## config.mk

```make
export PLATFORM = sky130hd
export DESIGN_NAME = codec_pd_seq
export DESIGN_NICKNAME = d
export VERILOG_FILES = /design/src/rtl/codec_pd_pkg.sv /design/src/rtl/cpd_sync2.sv /design/src/rtl/cpd_pin_classifier.sv /design/src/rtl/cpd_idle_timer.sv /design/src/rtl/codec_pd_seq.sv
export SDC_FILE = /design/constraint.sdc
export NUM_CORES = 1
export LEC_CHECK = 0
export BUFFER_PORTS_ARGS = -buffer_cell sky130_fd_sc_hd__buf_2
export CAP_MARGIN = 20
export CORE_MARGIN = 8
export CORE_UTILIZATION = 36
export CTS_CLUSTER_SIZE = 20
export DETAILED_ROUTE_END_ITERATION = 10
export PLACE_DENSITY_LB_ADDON = 0.12
export SLEW_MARGIN = 20
export SYNTH_ARGS = -nofsm -noshare
export SYNTH_HDL_FRONTEND = slang
export SYNTH_SLANG_ARGS = --single-unit
```

## constraint.sdc

```tcl
create_clock -name clk -period 3.3 [get_ports clk]
set_input_delay 0.33 -clock clk [delete_from_list [all_inputs] [get_ports clk]]
set_output_delay 0.33 -clock clk [all_outputs]
set_load 0.05 [all_outputs]
```

## src/rtl/codec_pd_pkg.sv

```systemverilog
package codec_pd_pkg;

  typedef enum logic [1:0] {
    TXS_NONE = 2'd0,
    TXS_ONE  = 2'd1,
    TXS_LIVE = 2'd2
  } txseen_e;

  // Next power state: pin veto first, then wake on sync, then idle drop.
  function automatic logic next_power(input logic pin_ok, input logic any_rise,
                                      input logic idle, input logic cur);
    if (!pin_ok)       return 1'b0;
    else if (any_rise) return 1'b1;
    else if (idle)     return 1'b0;
    else               return cur;
  endfunction

  // Transmit-sync tally since wake-up, saturating at TXS_LIVE.
  function automatic txseen_e next_txseen(input logic pwr_nxt, input logic tx_rise,
                                          input txseen_e cur);
    if (!pwr_nxt)                       return TXS_NONE;
    else if (tx_rise && cur == TXS_NONE) return TXS_ONE;
    else if (tx_rise && cur == TXS_ONE)  return TXS_LIVE;
    else                                 return cur;
  endfunction

endpackage

```

## src/rtl/cpd_sync2.sv

```systemverilog
module cpd_sync2 #(
  parameter int W = 1
) (
  input  logic         clk,
  input  logic         rst_n,
  input  logic [W-1:0] d,
  output logic [W-1:0] q
);
  logic [W-1:0] stage1;

  always_ff @(posedge clk or negedge rst_n) begin
    if (!rst_n) begin
      stage1 <= '0;
      q      <= '0;
    end else begin
      stage1 <= d;
      q      <= stage1;
    end
  end
endmodule

```

## src/rtl/cpd_pin_classifier.sv

```systemverilog
module cpd_pin_classifier #(
  parameter int ACT_WINDOW = 16
) (
  input  logic clk,
  input  logic rst_n,
  input  logic pin_s,
  output logic pin_edge,
  output logic pin_clocked,
  output logic pin_ok
);
  localparam int AW = $clog2(ACT_WINDOW + 1);

  logic          pin_d;
  logic [AW-1:0] act_cnt;

  assign pin_edge    = pin_s ^ pin_d;
  assign pin_clocked = (act_cnt != '0);
  assign pin_ok      = pin_clocked || !pin_s;

  always_ff @(posedge clk or negedge rst_n) begin
    if (!rst_n) begin
      pin_d   <= 1'b0;
      act_cnt <= '0;
    end else begin
      pin_d <= pin_s;
      if (pin_edge)            act_cnt <= AW'(ACT_WINDOW);
      else if (act_cnt != '0)  act_cnt <= act_cnt - 1'b1;
    end
  end

  // a pin edge marks the pin as clocked on the following cycle
  a_r9_edge_marks_clocked: assert property (@(posedge clk) disable iff (!rst_n)
    pin_edge |=> pin_clocked);

  // a quiet pin sitting high never counts as enabling
  a_r4_quiet_high_vetoes: assert property (@(posedge clk) disable iff (!rst_n)
    (!pin_clocked && pin_s) |-> !pin_ok);
endmodule

```

## src/rtl/cpd_idle_timer.sv

```systemverilog
module cpd_idle_timer #(
  parameter int IDLE_CYCLES = 8192
) (
  input  logic clk,
  input  logic rst_n,
  input  logic reload,
  output logic idle
);
  localparam int TW = $clog2(IDLE_CYCLES + 1);

  logic [TW-1:0] cnt;

  assign idle = (cnt == '0);

  always_ff @(posedge clk or negedge rst_n) begin
    if (!rst_n)          cnt <= '0;
    else if (reload)     cnt <= TW'(IDLE_CYCLES);
    else if (cnt != '0)  cnt <= cnt - 1'b1;
  end

  // every sync edge restarts the full inactivity window
  a_r6_reload_full: assert property (@(posedge clk) disable iff (!rst_n)
    reload |=> (cnt == TW'(IDLE_CYCLES)));

  // the window only shrinks by one per clock without a reload
  a_r6_count_down: assert property (@(posedge clk) disable iff (!rst_n)
    (!reload && !idle) |=> (cnt == $past(cnt) - 1'b1));
endmodule

```

## src/rtl/codec_pd_seq.sv

```systemverilog
module codec_pd_seq
  import codec_pd_pkg::*;
#(
  parameter int IDLE_CYCLES = 8192,
  parameter int ACT_WINDOW  = 16
) (
  input  logic clk,
  input  logic rst_n,
  input  logic mclk_pd_pin,
  input  logic fsync_tx,
  input  logic fsync_rx,
  output logic pwr_up,
  output logic pcm_oe,
  output logic ana_oe
);
  localparam int NSYNC = 3;

  logic [NSYNC-1:0] raw_in, syn, syn_d;
  logic             tx_rise, rx_rise, any_rise;
  logic             pin_edge, pin_clocked, pin_ok, idle;
  logic             pwr_nxt;
  txseen_e          txseen, txseen_nxt;

  assign raw_in = {mclk_pd_pin, fsync_rx, fsync_tx};

  cpd_sync2 #(.W(NSYNC)) u_sync (
    .clk(clk), .rst_n(rst_n), .d(raw_in), .q(syn)
  );

  always_ff @(posedge clk or negedge rst_n) begin
    if (!rst_n) syn_d <= '0;
    else        syn_d <= syn;
  end

  assign tx_rise  = syn[0] && !syn_d[0];
  assign rx_rise  = syn[1] && !syn_d[1];
  assign any_rise = tx_rise || rx_rise;

  cpd_pin_classifier #(.ACT_WINDOW(ACT_WINDOW)) u_pin (
    .clk(clk), .rst_n(rst_n), .pin_s(syn[2]),
    .pin_edge(pin_edge), .pin_clocked(pin_clocked), .pin_ok(pin_ok)
  );

  cpd_idle_timer #(.IDLE_CYCLES(IDLE_CYCLES)) u_idle (
    .clk(clk), .rst_n(rst_n), .reload(any_rise), .idle(idle)
  );

  assign pwr_nxt    = next_power(pin_ok, any_rise, idle, pwr_up);
  assign txseen_nxt = next_txseen(pwr_nxt, tx_rise, txseen);

  always_ff @(posedge clk or negedge rst_n) begin
    if (!rst_n) begin
      pwr_up <= 1'b0;
      txseen <= TXS_NONE;
    end else begin
      pwr_up <= pwr_nxt;
      txseen <= txseen_nxt;
    end
  end

  assign ana_oe = pwr_up;
  assign pcm_oe = pwr_up && (txseen == TXS_LIVE);

  // an enabled pin plus a sync edge wakes the core
  a_r2_wake_on_sync: assert property (@(posedge clk) disable iff (!rst_n)
    (pin_ok && any_rise) |=> pwr_up);

  // a vetoing pin keeps the core down
  a_r4_pin_forces_down: assert property (@(posedge clk) disable iff (!rst_n)
    !pin_ok |=> !pwr_up);

  // a drop only follows an expired timer or a pin veto
  a_r6_fall_has_cause: assert property (@(posedge clk) disable iff (!rst_n)
    $fell(pwr_up) |-> $past(idle || !pin_ok));

  // the data qualifier opens only on a transmit edge
  a_r7_open_on_tx: assert property (@(posedge clk) disable iff (!rst_n)
    $rose(pcm_oe) |-> $past(tx_rise));

  // data qualifier implies power
  a_r8_pcm_needs_pwr: assert property (@(posedge clk) disable iff (!rst_n)
    pcm_oe |-> pwr_up);
endmodule

```

### Yosys cells after proc, flatten, opt, wreduce, memory -nomap -nowiden

Index checks and enable logic that the tools add are counted.

| cells by class | value |
|---|---|
| add/subtract/negate cells | 2 |
| equality and inequality tests | 3 |
| multiplexer cells | 10 |
| bitwise gates (word level) | 1 |
| reduce and logical (&&, ||, !) cells | 16 |

Operators with widths:

| cell | count |
|---|---|
| 14-bit 2-to-1 mux | 2 |
| 14-bit zero test | 1 |
| 14-bit nonzero test | 1 |
| 14-bit by 1-bit subtractor with 14-bit output (second input constant) | 1 |
| 5-bit 2-to-1 mux | 2 |
| 2-bit 2-to-1 mux | 3 |
| 1-bit logical AND | 5 |
| 5-bit nonzero test | 1 |
| 5-bit by 1-bit subtractor with 5-bit output (second input constant) | 1 |
| 2-bit nonzero test | 2 |
| 1-bit zero test | 3 |
| 1-bit 2-to-1 mux | 3 |
| 3-bit by 1-bit inequality test with 1-bit output (second input constant) | 1 |
| 2-bit by 1-bit equality test with 1-bit output (second input constant) | 1 |
| 2-bit equality test (second input constant) | 1 |
| 2-bit zero test | 1 |
| 1-bit logical OR | 2 |
| 1-bit XOR | 1 |

| storage, ports and cells | value |
|---|---|
| register bits after elaboration | 31 |
| bits of input ports | 5 |
| output and inout port bits | 3 |

### Logic depth before layout (Yosys ltp)

Gate-level depths: netlist (run 1).

| logic depth | value |
|---|---|
| word-level depth | 6 |
| gate-level depth with buffers | 6 |
| gate-level depth less buffers | 6 |

### Hierarchy

A second synthesis (run 1) with hierarchy kept.

| unflattened totals | value |
|---|---|
| cell total of the unflattened synthesis | 136 |
| area total of the unflattened synthesis | 1476.4 um^2 |

By module, submodules not included:

| module | instances | cells an instance | area each (um^2) | seq. area each (um^2) |
|---|---|---|---|---|
| cpd_idle_timer | 1 | 82 | 804.5 | 350.3 |
| cpd_pin_classifier | 1 | 29 | 295.3 | 150.1 |
| codec_pd_seq | 1 | 19 | 226.5 | 125.1 |
| cpd_sync2 | 1 | 6 | 150.1 | 150.1 |

### Least setup slack after synthesis (run 1)

OpenSTA, ideal clock, no wires.

| path | value |
|---|---|
| kind | flip-flop to flip-flop |
| start point | register u_idle.cnt[0] |
| end point | register u_idle.cnt[4] |
| arrival | 1.718 ns |
| data required time | 3.222 ns |
| path slack | 1.504 ns |
| stages on the path, launching flop included | 7 |
| buffers on the path | 0 |
| clock period less this slack | 1.796 ns |
| cell sequence | dfrtp_1 > inv_1 > ha_1 > nor4b_1 > nand4_1 > or4b_2 > a21oi_1 |

| on the way | value |
|---|---|
| longest elaborated chain between the ends | 3 |
| elaborated cells between the ends (all ways) | 5 |

RTL lines:

| what | line | RTL |
|---|---|---|
| from (decl) | cpd_idle_timer.sv:11 | `logic [TW-1:0] cnt;` |
| from (signal assigned) | cpd_idle_timer.sv:17 | `else if (reload) cnt <= TW'(IDLE_CYCLES);` |
| from (signal assigned) | cpd_idle_timer.sv:18 | `else if (cnt != '0) cnt <= cnt - 1'b1;` |
| 14-bit by 1-bit subtractor with 14-bit output | cpd_idle_timer.sv:18 |  |
| 14-bit 2-to-1 mux | cpd_idle_timer.sv:18 |  |
| 14-bit 2-to-1 mux | cpd_idle_timer.sv:17 |  |

Parallel ways exist; a longest one is shown, timed or not. The select of a mux whose other input is x is not followed.
A chain may end at the register's enable or synchronous reset.

### Worst setup path after layout (run 1)

Same ends and word-level chain as after synthesis.

==> impl_summary.md, run 1 <==
Synthesis
The arithmetic-cell share of the synthesized area counting full adders, half adders and majority gates is 1.78%. Each instance of the synthesized netlist takes up on average 10.6 um^2. In the synthesized netlist, the cells that appear most often are dfrtp_1 (31), nor2_1 (17), a21oi_1 (10). The synthesized netlist devotes 23.6% of its cell area to simple gates.

Of the total synthesized cell area, the portion taken by XOR and XNOR cells is 4.36%. After synthesis, the largest family of logic cells by area is simple AND/OR/NAND/NOR gates. The total nets after synthesis is 139. The share of Yosys cell area claimed by the top area cell type is 55.2%.

Yosys attributes the largest share of cell area to dfrtp_1 (55%), nor2_1 (4.5%), a21oi_1 (3.6%). After synthesis, the share of cell area in mux cells is 1.42%. The number of enable-type register cells in the synthesized netlist is 0. The cell type with the largest total area after synthesis is dfrtp_1. The Yosys step of the flow raised 0 warnings. The number of cells produced by synthesis is 132. Summing the areas of all compound-gate instances in the mapped netlist gives 11.5% of the synthesized area. The sequential fraction of the synthesis area is 55.2%. The most used flip-flop cell after synthesis is dfrtp_1.

After synthesis, the share of flip-flops with an asynchronous set or reset is 100%. After synthesis the netlist holds a flip-flop and latch count of 31. The number of distinct library cell variants in the gate-level netlist after synthesis is 36. The post-synthesis instance area is 1410 um^2. The library cell with the highest instance count after synthesis is dfrtp_1.

Timing
The highest clock rate is 504 MHz. The smallest clock period supported by the final layout is computed as 1990 ps. The final number of max-transition violations is 0. The final setup violation count is 0. The clock arrives with 2.93 ps of skew. The hold violation count in the final report came to 0. The measured slew at the worst slew-check pin is 674 ps. The remaining max-slew budget at the tightest pin is 55.1%. The worst path uses 60.2% of the clock period.

Setup repair after global routing left no endpoint under its margin. The setup TNS is 0 ps.

Worst setup path
The largest fanout on the critical path is 8. Among all stages on the critical path, the largest delay is contributed by or4b_2. The classification of the worst setup path is register to register. STA puts the critical path data arrival time at 2190 ps. The endpoint kind of the worst setup timing path is a register. STA puts the critical path data required time at 3500 ps. The cell type group with the largest total delay on the critical path is simple AND/OR/NAND/NOR gates. The type of element launching the critical path is a register.

The stage delay of the slowest cell on the critical path is 610 ps. The number of buffer and inverter stages on the critical path is 1. Walking the worst path, the cells encountered are inv_1 > ha_1 > nor4b_1 > nand4_1 > or4b_2 > a21oi_1.

Drt
For this run, design rule violations remaining after detail routing come to 0. The wire length reported by the detailed router is 2530 um. The number of nets with antenna violations after routing is 0. In the routed layout, each cell is associated on average with a via count of 5.13. The first-pass detailed-route iteration total is 4. The initial detailed-routing violation count is 63. The routed layout has 995 vias. The average wire per standard cell is 13.1 um.

Floorplanning
The floorplan step defined a core boundary enclosing 3720 um^2. The row count is 22. The width of the die is 78.5 um. 8 I/O pins were placed. The initial core utilization is 37.8%. The die footprint is 6160 um^2. The overall die height is 78.5 um.

Clocking
The CTS tree is built. The CTS buffer count is 5. The clock root buffer is clkbuf_8. The CTS H-tree depth is 2. The post-cts repair resize count is 0.

The sink count of the clock tree is 31. The clock-pin slew reported for the worst setup and hold paths after clock tree synthesis is 60 ps. The later pin in the worst-skew pair is clocked with a latency of 280 ps.

The number of buffers inserted for hold repair after clock tree synthesis is 0. The number of setup buffers added after CTS is 0. In this run the deepest clock path goes through 2 buffers.

GRT
Entering global routing, the biggest net connects 32 pins. The via count of the first global-routing pass came to 972. The all-layer global routing usage is 8.91%. The first global-routing pass estimated 4430 um of wire. After global routing the overflow that remains totals 0. The number of antenna violations at the first check in global routing is 0.

Power
The worst-case IR drop observed on VDD is 506 uV. In this run the power density over the cells is 998 nW/um^2. For this design the static power due to leakage is 0.686 nW. The sum of internal, switching and leakage power is 0.00158 W.

Final layout
The repair_antennas step left the layout with diodes totalling 0. For this run, the post-layout net count is 152. The relative area change from synthesis to final layout is 13.0%. Of the cells placed in the final design, the portion with a size suffix greater than 1 is 18.5%. The layout has 351 filler cells.

Placement
After legalization and detailed placement, the total HPWL measured 1740 um. The congestion estimate from routability-driven global placement came to 0.732. The count of input and output buffers is 7.

Outcome
The flow ran to the end, and the final reports show no timing, DRC or antenna violations.

Hold path
The tightest min-delay check is of the input port to async pin type.

Job
Across the run, the number of max-cap violations was 0.
-- flip-flops by register name, indices dropped and copies added (netlist names) --
register,count
u_sync.q,3
u_pin.pin_d,1
u_idle.cnt,14
u_pin.act_cnt,5
u_sync.stage1,3
syn_d,2
txseen,2
ana_oe,1
-- report_power, final --
part	internal [W]	switching, W
Combinational	0.000296	0.000377
Clock	0.000147	0.000137
Sequential	0.000499	0.000128
Total	0.000942	0.000642
-- per-stage QoR --
stage	cell area (um^2)	setup WS [ps]	hold WS, ps	std cells	util, %
after global placement	1500	1380	344	186	40.3
final	1590	1310	82.1	194	42.7
after detailed placement	1500	1280	342	186	40.3
after CTS	1580	1270	110	194	42.6
after global routing	1590	1190	143	194	42.7
after floorplan	1410	1500	34.4	132	-
-- final timing paths --
check                                 startpoint  slack, ps               end  cells after the start
worst max-delay path               u_idle.cnt[0]       1310     u_idle.cnt[4]                      6
worst min-delay path                       rst_n         80     u_idle.cnt[8]                      1
worst max register to register     u_idle.cnt[0]       1310     u_idle.cnt[4]                      6
worst min register to register  u_sync.stage1[0]        360       u_sync.q[0]                      0
max in group asynchronous                  rst_n       2770    u_idle.cnt[10]                      1
min in group clk                        fsync_tx        150  u_sync.stage1[0]                      1
-- cells by family (layout without fill, tap and decap cells) --
group                      after synthesis  in the layout
adders and majority gates                2              2
muxes                                    2              2
and+or+nand+nor                         59             59
xor gates and xnor gates                 7              7
buffers and inverters                    7             21
AOI/OAI and AO/OA                       24             24
DFF                                     31             31
-- final cells by class --
type                            count  area, um^2  area share, %
Inverter                            5        18.8           1.18
Multi-Input combinational cell     94         606           38.1
Clock buffer                        6        72.6           4.57
Timing Repair Buffer                8        42.5           2.68
Tap cell                           48        60.1           3.78
Sequential cell                    31         776           48.9
Clock inverter                      2        12.5          0.788
-- cells in the final DEF, fill, tap and decap left out, types with 2 or more instances in the layout --
cell       instances
o21ai_0            2
o21ai_1            2
xnor2_1            5
or4_4              2
nand2b_1           3
inv_1              5
a211oi_1           2
ha_1               2
nand2_1            7
or3_1              3
nand3_1            2
nor2_1            17
a2111oi_2          2
o31ai_1            2
clkbuf_8           5
buf_2              7
nor2b_1            2
xor2_1             2
mux2i_1            2
a21oi_1           10
nor3_1             9
or2_2              2
nand4_1            2
a211o_1            2
dfrtp_1           31
-- layer usage --
layer  global-route usage [%]  wire length [um]
met1                     12.1              1300
met2                     12.2              1060
met3                     3.64               132
met4                     3.33                38
met5                        0                 0
Power figures use the tool's default switching activity.
==> inputs of run 2 (changes only) <==
clock period = 1.74 ns   (was 3.3 ns; I/O delays follow)
==> run 2 against run 1 <==
Compared with the run above: the run now ends with setup timing left; combinational power grew to 3.0 times the previous value; die area is the same; fmax up 10%; clock power grew 120%; critical path type unchanged; largest cell class unchanged.
==> impl_summary.md, run 2 (same netlist as run 1, synthesis figures left out) <==
Timing
The highest clock rate is 554 MHz. The final setup violation count is 3. The remaining max-slew budget at the tightest pin is 55.4%.

After routing, the total negative slack on setup checks comes to -150 ps. The share of the cycle needed by the critical path after routing is 104%. Subtracting the final worst setup slack from the clock period gives 1810 ps.

Setup slack on the critical path of the routed design comes to -65.4 ps. The final number of max-transition violations was 0. Setup repair after global routing could not meet its margin everywhere.

For the pin with the worst max-slew slack, the measured transition is 670 ps. The clock tree skew after final layout is 4.77 ps. The hold violation count in the final report is 0.

Placement
The count of input and output buffers is 7. The post-detailed-placement half-perimeter wirelength is 1950 um. The weighted congestion at the end of routability-driven global placement is 0.823.

Worst setup path
The classification of the worst setup path is register to register. The number of buffer and inverter stages on the critical path is 1. The cell at the slowest stage of the critical path is or4_4. The data arrival at the endpoint of the critical path is 2010 ps.

The cell type group with the largest total delay on the critical path is simple AND/OR/NAND/NOR gates. The type of element launching the critical path is a register. The worst register-to-register path has a depth of 6.

The largest fanout on the critical path is 5. STA classifies the critical path endpoint as a register. For the worst setup path, the data required time is 1950 ps.

The number of cells on the critical path is 6. The critical path goes through inv_1 > ha_2 > or2b_4 > or4_4 > and4_4 > o21ai_2. In this design, the stage delay of the slowest critical-path cell is 540 ps.

Clocking
The clock reaches the later pin of the worst-skew pair after 270 ps. The sink count of the clock tree is 31. The clock-pin slew reported for the worst setup and hold paths after clock tree synthesis is 70 ps. The CTS tree is built. The root buffer cell chosen for the clock tree is clkbuf_8.

CTS built an H-tree with a depth of 2. No sink is reached through more buffers than the 2 on the longest clock path. Clock tree synthesis inserted a total of 5 buffers.

Floorplanning
The core footprint is 3720 um^2. Measured along the x axis, the die boundary spans 78.5 um. The initial core utilization is 37.8%. The die covers 6160 um^2.

Pin placement for this block handled 8 I/O pins. From bottom edge to top edge, the die measures 78.5 um. The initialized floorplan defines 22 standard-cell rows.

Drt
The post-detailed-route DRC marker count is 0. For this block, the initial DRC count from the detailed router was 46. The per-cell via count in the routed design is 5.01. The routed via count is 1093. The first detailed-routing pass took 4 iterations. The final layout contains routed wiring with a total length of 2920 um. Once detail routing completed, the nets flagged for antenna violations numbered 0.

In the final routed layout, each cell accounts on average for 13.4 um.

GRT
The pin count of the biggest net entering global routing is 32. The total global routing overflow is 0. The via count of the first global-routing pass came to 1178. The global-route wire length before repair is 5130 um. Across every metal layer, demand over resource in global routing totals 10.3%. The number of antenna violations at the first check in global routing is 0.

Outcome
The checks that failed: setup timing. The flow ran to the end, but the final reports show violations.

Power
Dividing total power by cell area gives a power density of 1980 nW/um^2. The total leakage power is 0.824 nW. VDD sags by at most 917 uV.

Hold path
Counting instances, the worst hold path has a depth of 0. The class of the tightest hold or removal check is register to register.

Final layout
The ratio of cells with drive above 1 in the final layout is 33.5%. The area growth from synthesis to layout is 35.2%. The layout has 344 filler cells.

The largest register by flop count is u_idle.cnt. The antenna cell count is 0. Leaving out fill and tap cells, the most frequent cell in the layout is dfrtp_1.

Cells fill 51.1% of the core in the end. The register with the most flip-flops in the layout has 14 of them. In the layout the commonest cells are dfrtp_1 (31), buf_4 (20), nor2_1 (17), nor3_1 (9).

The net count reported at finish is 176. In the final layout, the registers with the most flip-flops are u_idle.cnt x14, u_pin.act_cnt x5.

Job
The number of max-cap violations is 0.
## run 2: cell types whose count changed in the layout (fill, tap and decap cells not counted), moves of 2 or more
| cell | change |
|---|---|
| a21oi_2 | +3 |
| a21oi_1 | -3 |
| a2111oi_2 | -2 |
| dlygate4sd3_1 | +4 |
| a2111oi_4 | +2 |
| clkbuf_8 | +2 |
| buf_4 | +19 |
## run 2: layer usage
layer	part of all wire, %	vias up	routed length [um]	global-route usage, %
li1	-	545	-	-
met1	49	529	1420	12.5
met2	47	17	1380	16.2
met3	4.3	2	125	3.87
met4	0.034	0	1	4.07
met5	0	-	0	0
## run 2: path summary, 6_finish.rpt
path	startpoint	end	slack, ps
setup reg to reg	u_idle.cnt[0]	u_idle.cnt[13]	-70
hold reg to reg	u_sync.stage1[2]	u_sync.q[2]	350
setup / recovery	u_idle.cnt[0]	u_idle.cnt[13]	-70
min in group asynchronous	rst_n	u_idle.cnt[10]	470
max in group asynchronous	rst_n	u_idle.cnt[9]	830
hold / removal	u_sync.stage1[2]	u_sync.q[2]	350
## run 2: final cells by class
class / instances / area, um^2 / area share [%]
Timing Repair Buffer: 32 / 236 / 12.5
Clock buffer: 7 / 96.3 / 5.07
Tap cell: 48 / 60.1 / 3.16
Inverter: 5 / 18.8 / 0.988
Clock inverter: 1 / 7.51 / 0.395
Sequential cell: 31 / 776 / 40.8
Multi-Input combinational cell: 94 / 704 / 37.1
## run 2: power breakdown
part / total [W] / switching (W) / internal (W)
Clock: 0.000619 / 0.000260 / 0.000359
Sequential: 0.00115 / 0.000200 / 0.000945
Combinational: 0.00199 / 0.00104 / 0.000951
Total: 0.00376 / 0.00150 / 0.00226
## run 2: per-stage QoR
step                worst slack (ps)  total power, W  instances  hold WS (ps)  instance area (um^2)
floorplan                      -55.3         0.00219        132          -122                  1410
global placement               -82.1         0.00274        204           253                  1640
detailed placement             -99.1         0.00276        204           256                  1640
CTS                             -109         0.00362        218           351                  1860
global route                    -144         0.00404        218           364                  1900
finish                         -65.4         0.00376        218           347                  1900
## run 2: repair_timing
| action | 4_1_cts | 5_1_grt |
|---|---|---|
| setup buffers | 2 | 1 |
| hold endpoints to repair | 34 | 0 |
| setup endpoints to repair | 12 | 15 |
| hold buffers | 4 | 0 |
| pin swaps | 8 | 11 |
| resized for setup | 11 | 7 |
==> inputs of run 3 (changes only) <==
CELL_PAD_IN_SITES_DETAIL_PLACEMENT = 1   (was default)
CELL_PAD_IN_SITES_GLOBAL_PLACEMENT = 2   (was default)
CORE_UTILIZATION = 35   (was 36)
TNS_END_PERCENT = 20   (was default)
==> run 3 against run 2 <==
Compared with the run above: the run still ends with setup timing left; clock power is 3% higher; register-to-register slack got worse by 80 ps; design area increased by 3.0%; critical endpoint is now u_idle.cnt[12]; critical path type unchanged; non-clock buffer count up 5.
==> impl_summary.md, run 3 (same netlist as run 1, synthesis figures left out) <==
GRT
The all-layer global routing usage is 11.1%. After global routing the overflow that remains totals 0. The via count of the first global-routing pass was 1236. The global-route wire length before repair is 5550 um. The pin count of the biggest net entering global routing is 32.

The number of antenna violations at the first check in global routing is 0.

Clocking
The clock root buffer is clkbuf_8. The CTS buffer count is 5. The sink count of the clock tree is 31.

The number of buffers on the longest clock path is 2. The CTS H-tree depth is 2. The clock-pin slew reported for the worst setup and hold paths after clock tree synthesis is 70 ps. TritonCTS built the clock tree. Clock latency on the worst-skew pair, taken at its later pin, is 280 ps.

Final layout
The repair_antennas step left the layout with diodes totalling 0. The largest register by flop count is u_idle.cnt. The leading cell type in the layout, fill and taps excluded is dfrtp_1. Leaving out fill and tap cells, the most frequent cells in the layout are dfrtp_1 (31), buf_4 (24), nor2_1 (17), a21oi_1 (9), nor3_1 (8).

The finished layout holds 225 standard cells, fillers aside. The flip-flop count of the largest register after layout is 14. The end-of-flow core utilization is 49.6%. Relative to the synthesized area, the layout overhead comes to 39.3%. Fill cells in the final layout number 406. The largest registers in the layout are u_idle.cnt x14, u_pin.act_cnt x5. For this run, the post-layout net count is 181.

Cells with a size suffix above 1 make up 37.7% of the layout.

Power
The clock network burns 16.2% of the power. Of the total power, the share spent switching nets is 39.4%. The maximum VDD drop is 826 uV.

Per report_power, the combinational group accounts for 53.9% of the total. The power per standard cell area is 2010 nW/um^2. The sum of internal, switching and leakage power is 0.00393 W. The net switching power figure is 0.00155 W. In this run, flip-flops and latches consume 29.9% of the power. The internal power component is 0.00238 W. The total leakage power is 0.865 nW.

Drt
Dividing the detail-routed wire length by the instance count gives 14.8 um. The detailed router placed 1167 vias in this run. After detailed routing, no signal wire sits above met4. The per-cell via count in the routed design is 5.19.

The first-pass detailed-route iteration total is 2. The count of nets left with antenna violations once routing finished came out at 0. For this run, design rule violations remaining after detail routing come to 0. The detailed-routed wire length on met2 is 1660 um.

The final layout contains routed wiring with a total length of 3330 um. The initial detailed-routing violation count is 20. The length of routed met3 wiring is 72 um. The met1 layer wirelength in the final routing is 1550 um.

Worst setup path
Data on the critical path is required at its endpoint by 1910 ps. For this run, the slowest stage of the critical path takes 550 ps. In this design, the largest share of critical-path delay is due to simple AND/OR/NAND/NOR gates.

STA classifies the critical path startpoint as a register. The worst setup path is of the register to register kind. In this run the worst path has a maximum fanout of 3. The worst setup path is captured at a register. The critical path's most frequent cell is buf_6. The number of buffer and inverter stages on the critical path is 2. The setup slack of the worst register-to-register path is -150 ps.

Walking the worst path, the cells encountered are or4_4 > buf_6 > buf_6 > a2111oi_4 > xnor2_1 > nor2_1. The data arrival at the endpoint of the critical path is 2060 ps. For this design, the slowest cell found on the critical path is or4_4.

Hold path
The path class of the tightest hold or removal check is register to register.

Placement
The post-detailed-placement half-perimeter wirelength is 2210 um. The post-placement cell count is 207. Prior to clock tree synthesis, the placed netlist has a worst setup slack of -132 ps. Routability-driven placement finished with a final weighted congestion of 0.748. The count of input and output buffers is 7.

Timing
Setup violations remaining at the end of the flow were counted as 7. The highest clock rate is 529 MHz. For the finished layout, the period the worst path requires is 1890 ps. The share of the cycle needed by the critical path after routing is 109%. Setup repair after global routing could not meet its margin everywhere. The final number of max-transition violations was 0.

Setup slack on the critical path of the routed design comes to -149 ps. Hold timing on the final database bottoms out at a slack of 346 ps. At the pin with the least slew margin, the transition time is 688 ps. The hold violation count in the final report is 0. The remaining max-slew budget at the tightest pin is 54.1%. The clock tree skew after final layout is 6.88 ps.

Floorplanning
The floorplan step defined a die boundary enclosing 6300 um^2. The I/O pin count is 8. In this run the vertical extent of the chip is 79.4 um.

The initialized floorplan defines 23 standard-cell rows. The region available for standard cell placement spans 3940 um^2. Once the floorplan was initialized, standard cells occupied 35.6% of the core.

In this run the horizontal extent of the chip is 79.4 um.

Outcome
The flow ran to the end, but the final reports show violations. The final reports fail on setup timing.

Job
The number of max-cap violations is 0.
run 3: cell count changes in the layout (fill, tap and decap cells not counted), sizes merged:
cell / before / now
buf: 28 / 33
run 3: layer usage:
| layer | vias up | global-route usage (%) |
|---|---|---|
| met4 | 0 | 5.00 |
| met1 | 600 | 13.2 |
| met3 | 4 | 3.16 |
| met5 | - | 0 |
| met2 | 13 | 18.1 |
| li1 | 550 | - |
run 3: per-stage QoR:
stage               setup TNS, ps  area (um^2)
finish                       -431         1960
detailed placement           -751         1650
CTS                          -452         1860
global route                -1440         1960
global placement             -434         1650
floorplan                    -222         1410
run 3: power groups by stage:
| stage | logic (W) | clock network, W | registers [W] |
|---|---|---|---|
| 2_1_floorplan | 0.00103 | 0 | 0.00117 |
| 3_3_place_gp | 0.00163 | 0 | 0.00114 |
| 3_5_place_dp | 0.00166 | 0 | 0.00116 |
| 4_1_cts | 0.00187 | 0.000653 | 0.00115 |
| 5_1_grt | 0.00232 | 0.000680 | 0.00121 |
| 6_report | 0.00212 | 0.000635 | 0.00117 |
run 3: final timing paths:
path,start,depth (start not counted),endpoint
setup / recovery,u_idle.cnt[10],6,u_idle.cnt[12]
hold / removal,u_sync.stage1[0],0,u_sync.q[0]
setup reg to reg,u_idle.cnt[10],6,u_idle.cnt[12]
hold reg to reg,u_sync.stage1[0],0,u_sync.q[0]
max in group asynchronous,rst_n,2,txseen[1]
min in group asynchronous,rst_n,2,u_idle.cnt[4]
run 3: worst reg2reg max path, stage by stage (launching register included):
cell and delay [ps]:
dfrtp_1 380, or4_4 550, buf_6 140, buf_6 110
a2111oi_4 340, xnor2_1 180, nor2_1 70
run 3: layout make-up:
| cell class | instances | area, um^2 | area share (%) |
|---|---|---|---|
| Sequential cell | 31 | 776 | 39.6 |
| Multi-Input combinational cell | 94 | 718 | 36.7 |
| Timing Repair Buffer | 37 | 278 | 14.2 |
| Clock buffer | 7 | 96.3 | 4.92 |
| Tap cell | 50 | 62.6 | 3.20 |
| Inverter | 5 | 18.8 | 0.959 |
| Clock inverter | 1 | 7.51 | 0.384 |
run 3: what timing repair did:
item,4_1_cts,5_1_grt
pin swaps,9,9
hold buffers,4,0
buffers inserted,2,4
endpoints found under the setup margin,11,16
endpoints found under the hold margin,34,0
resized for setup,9,13
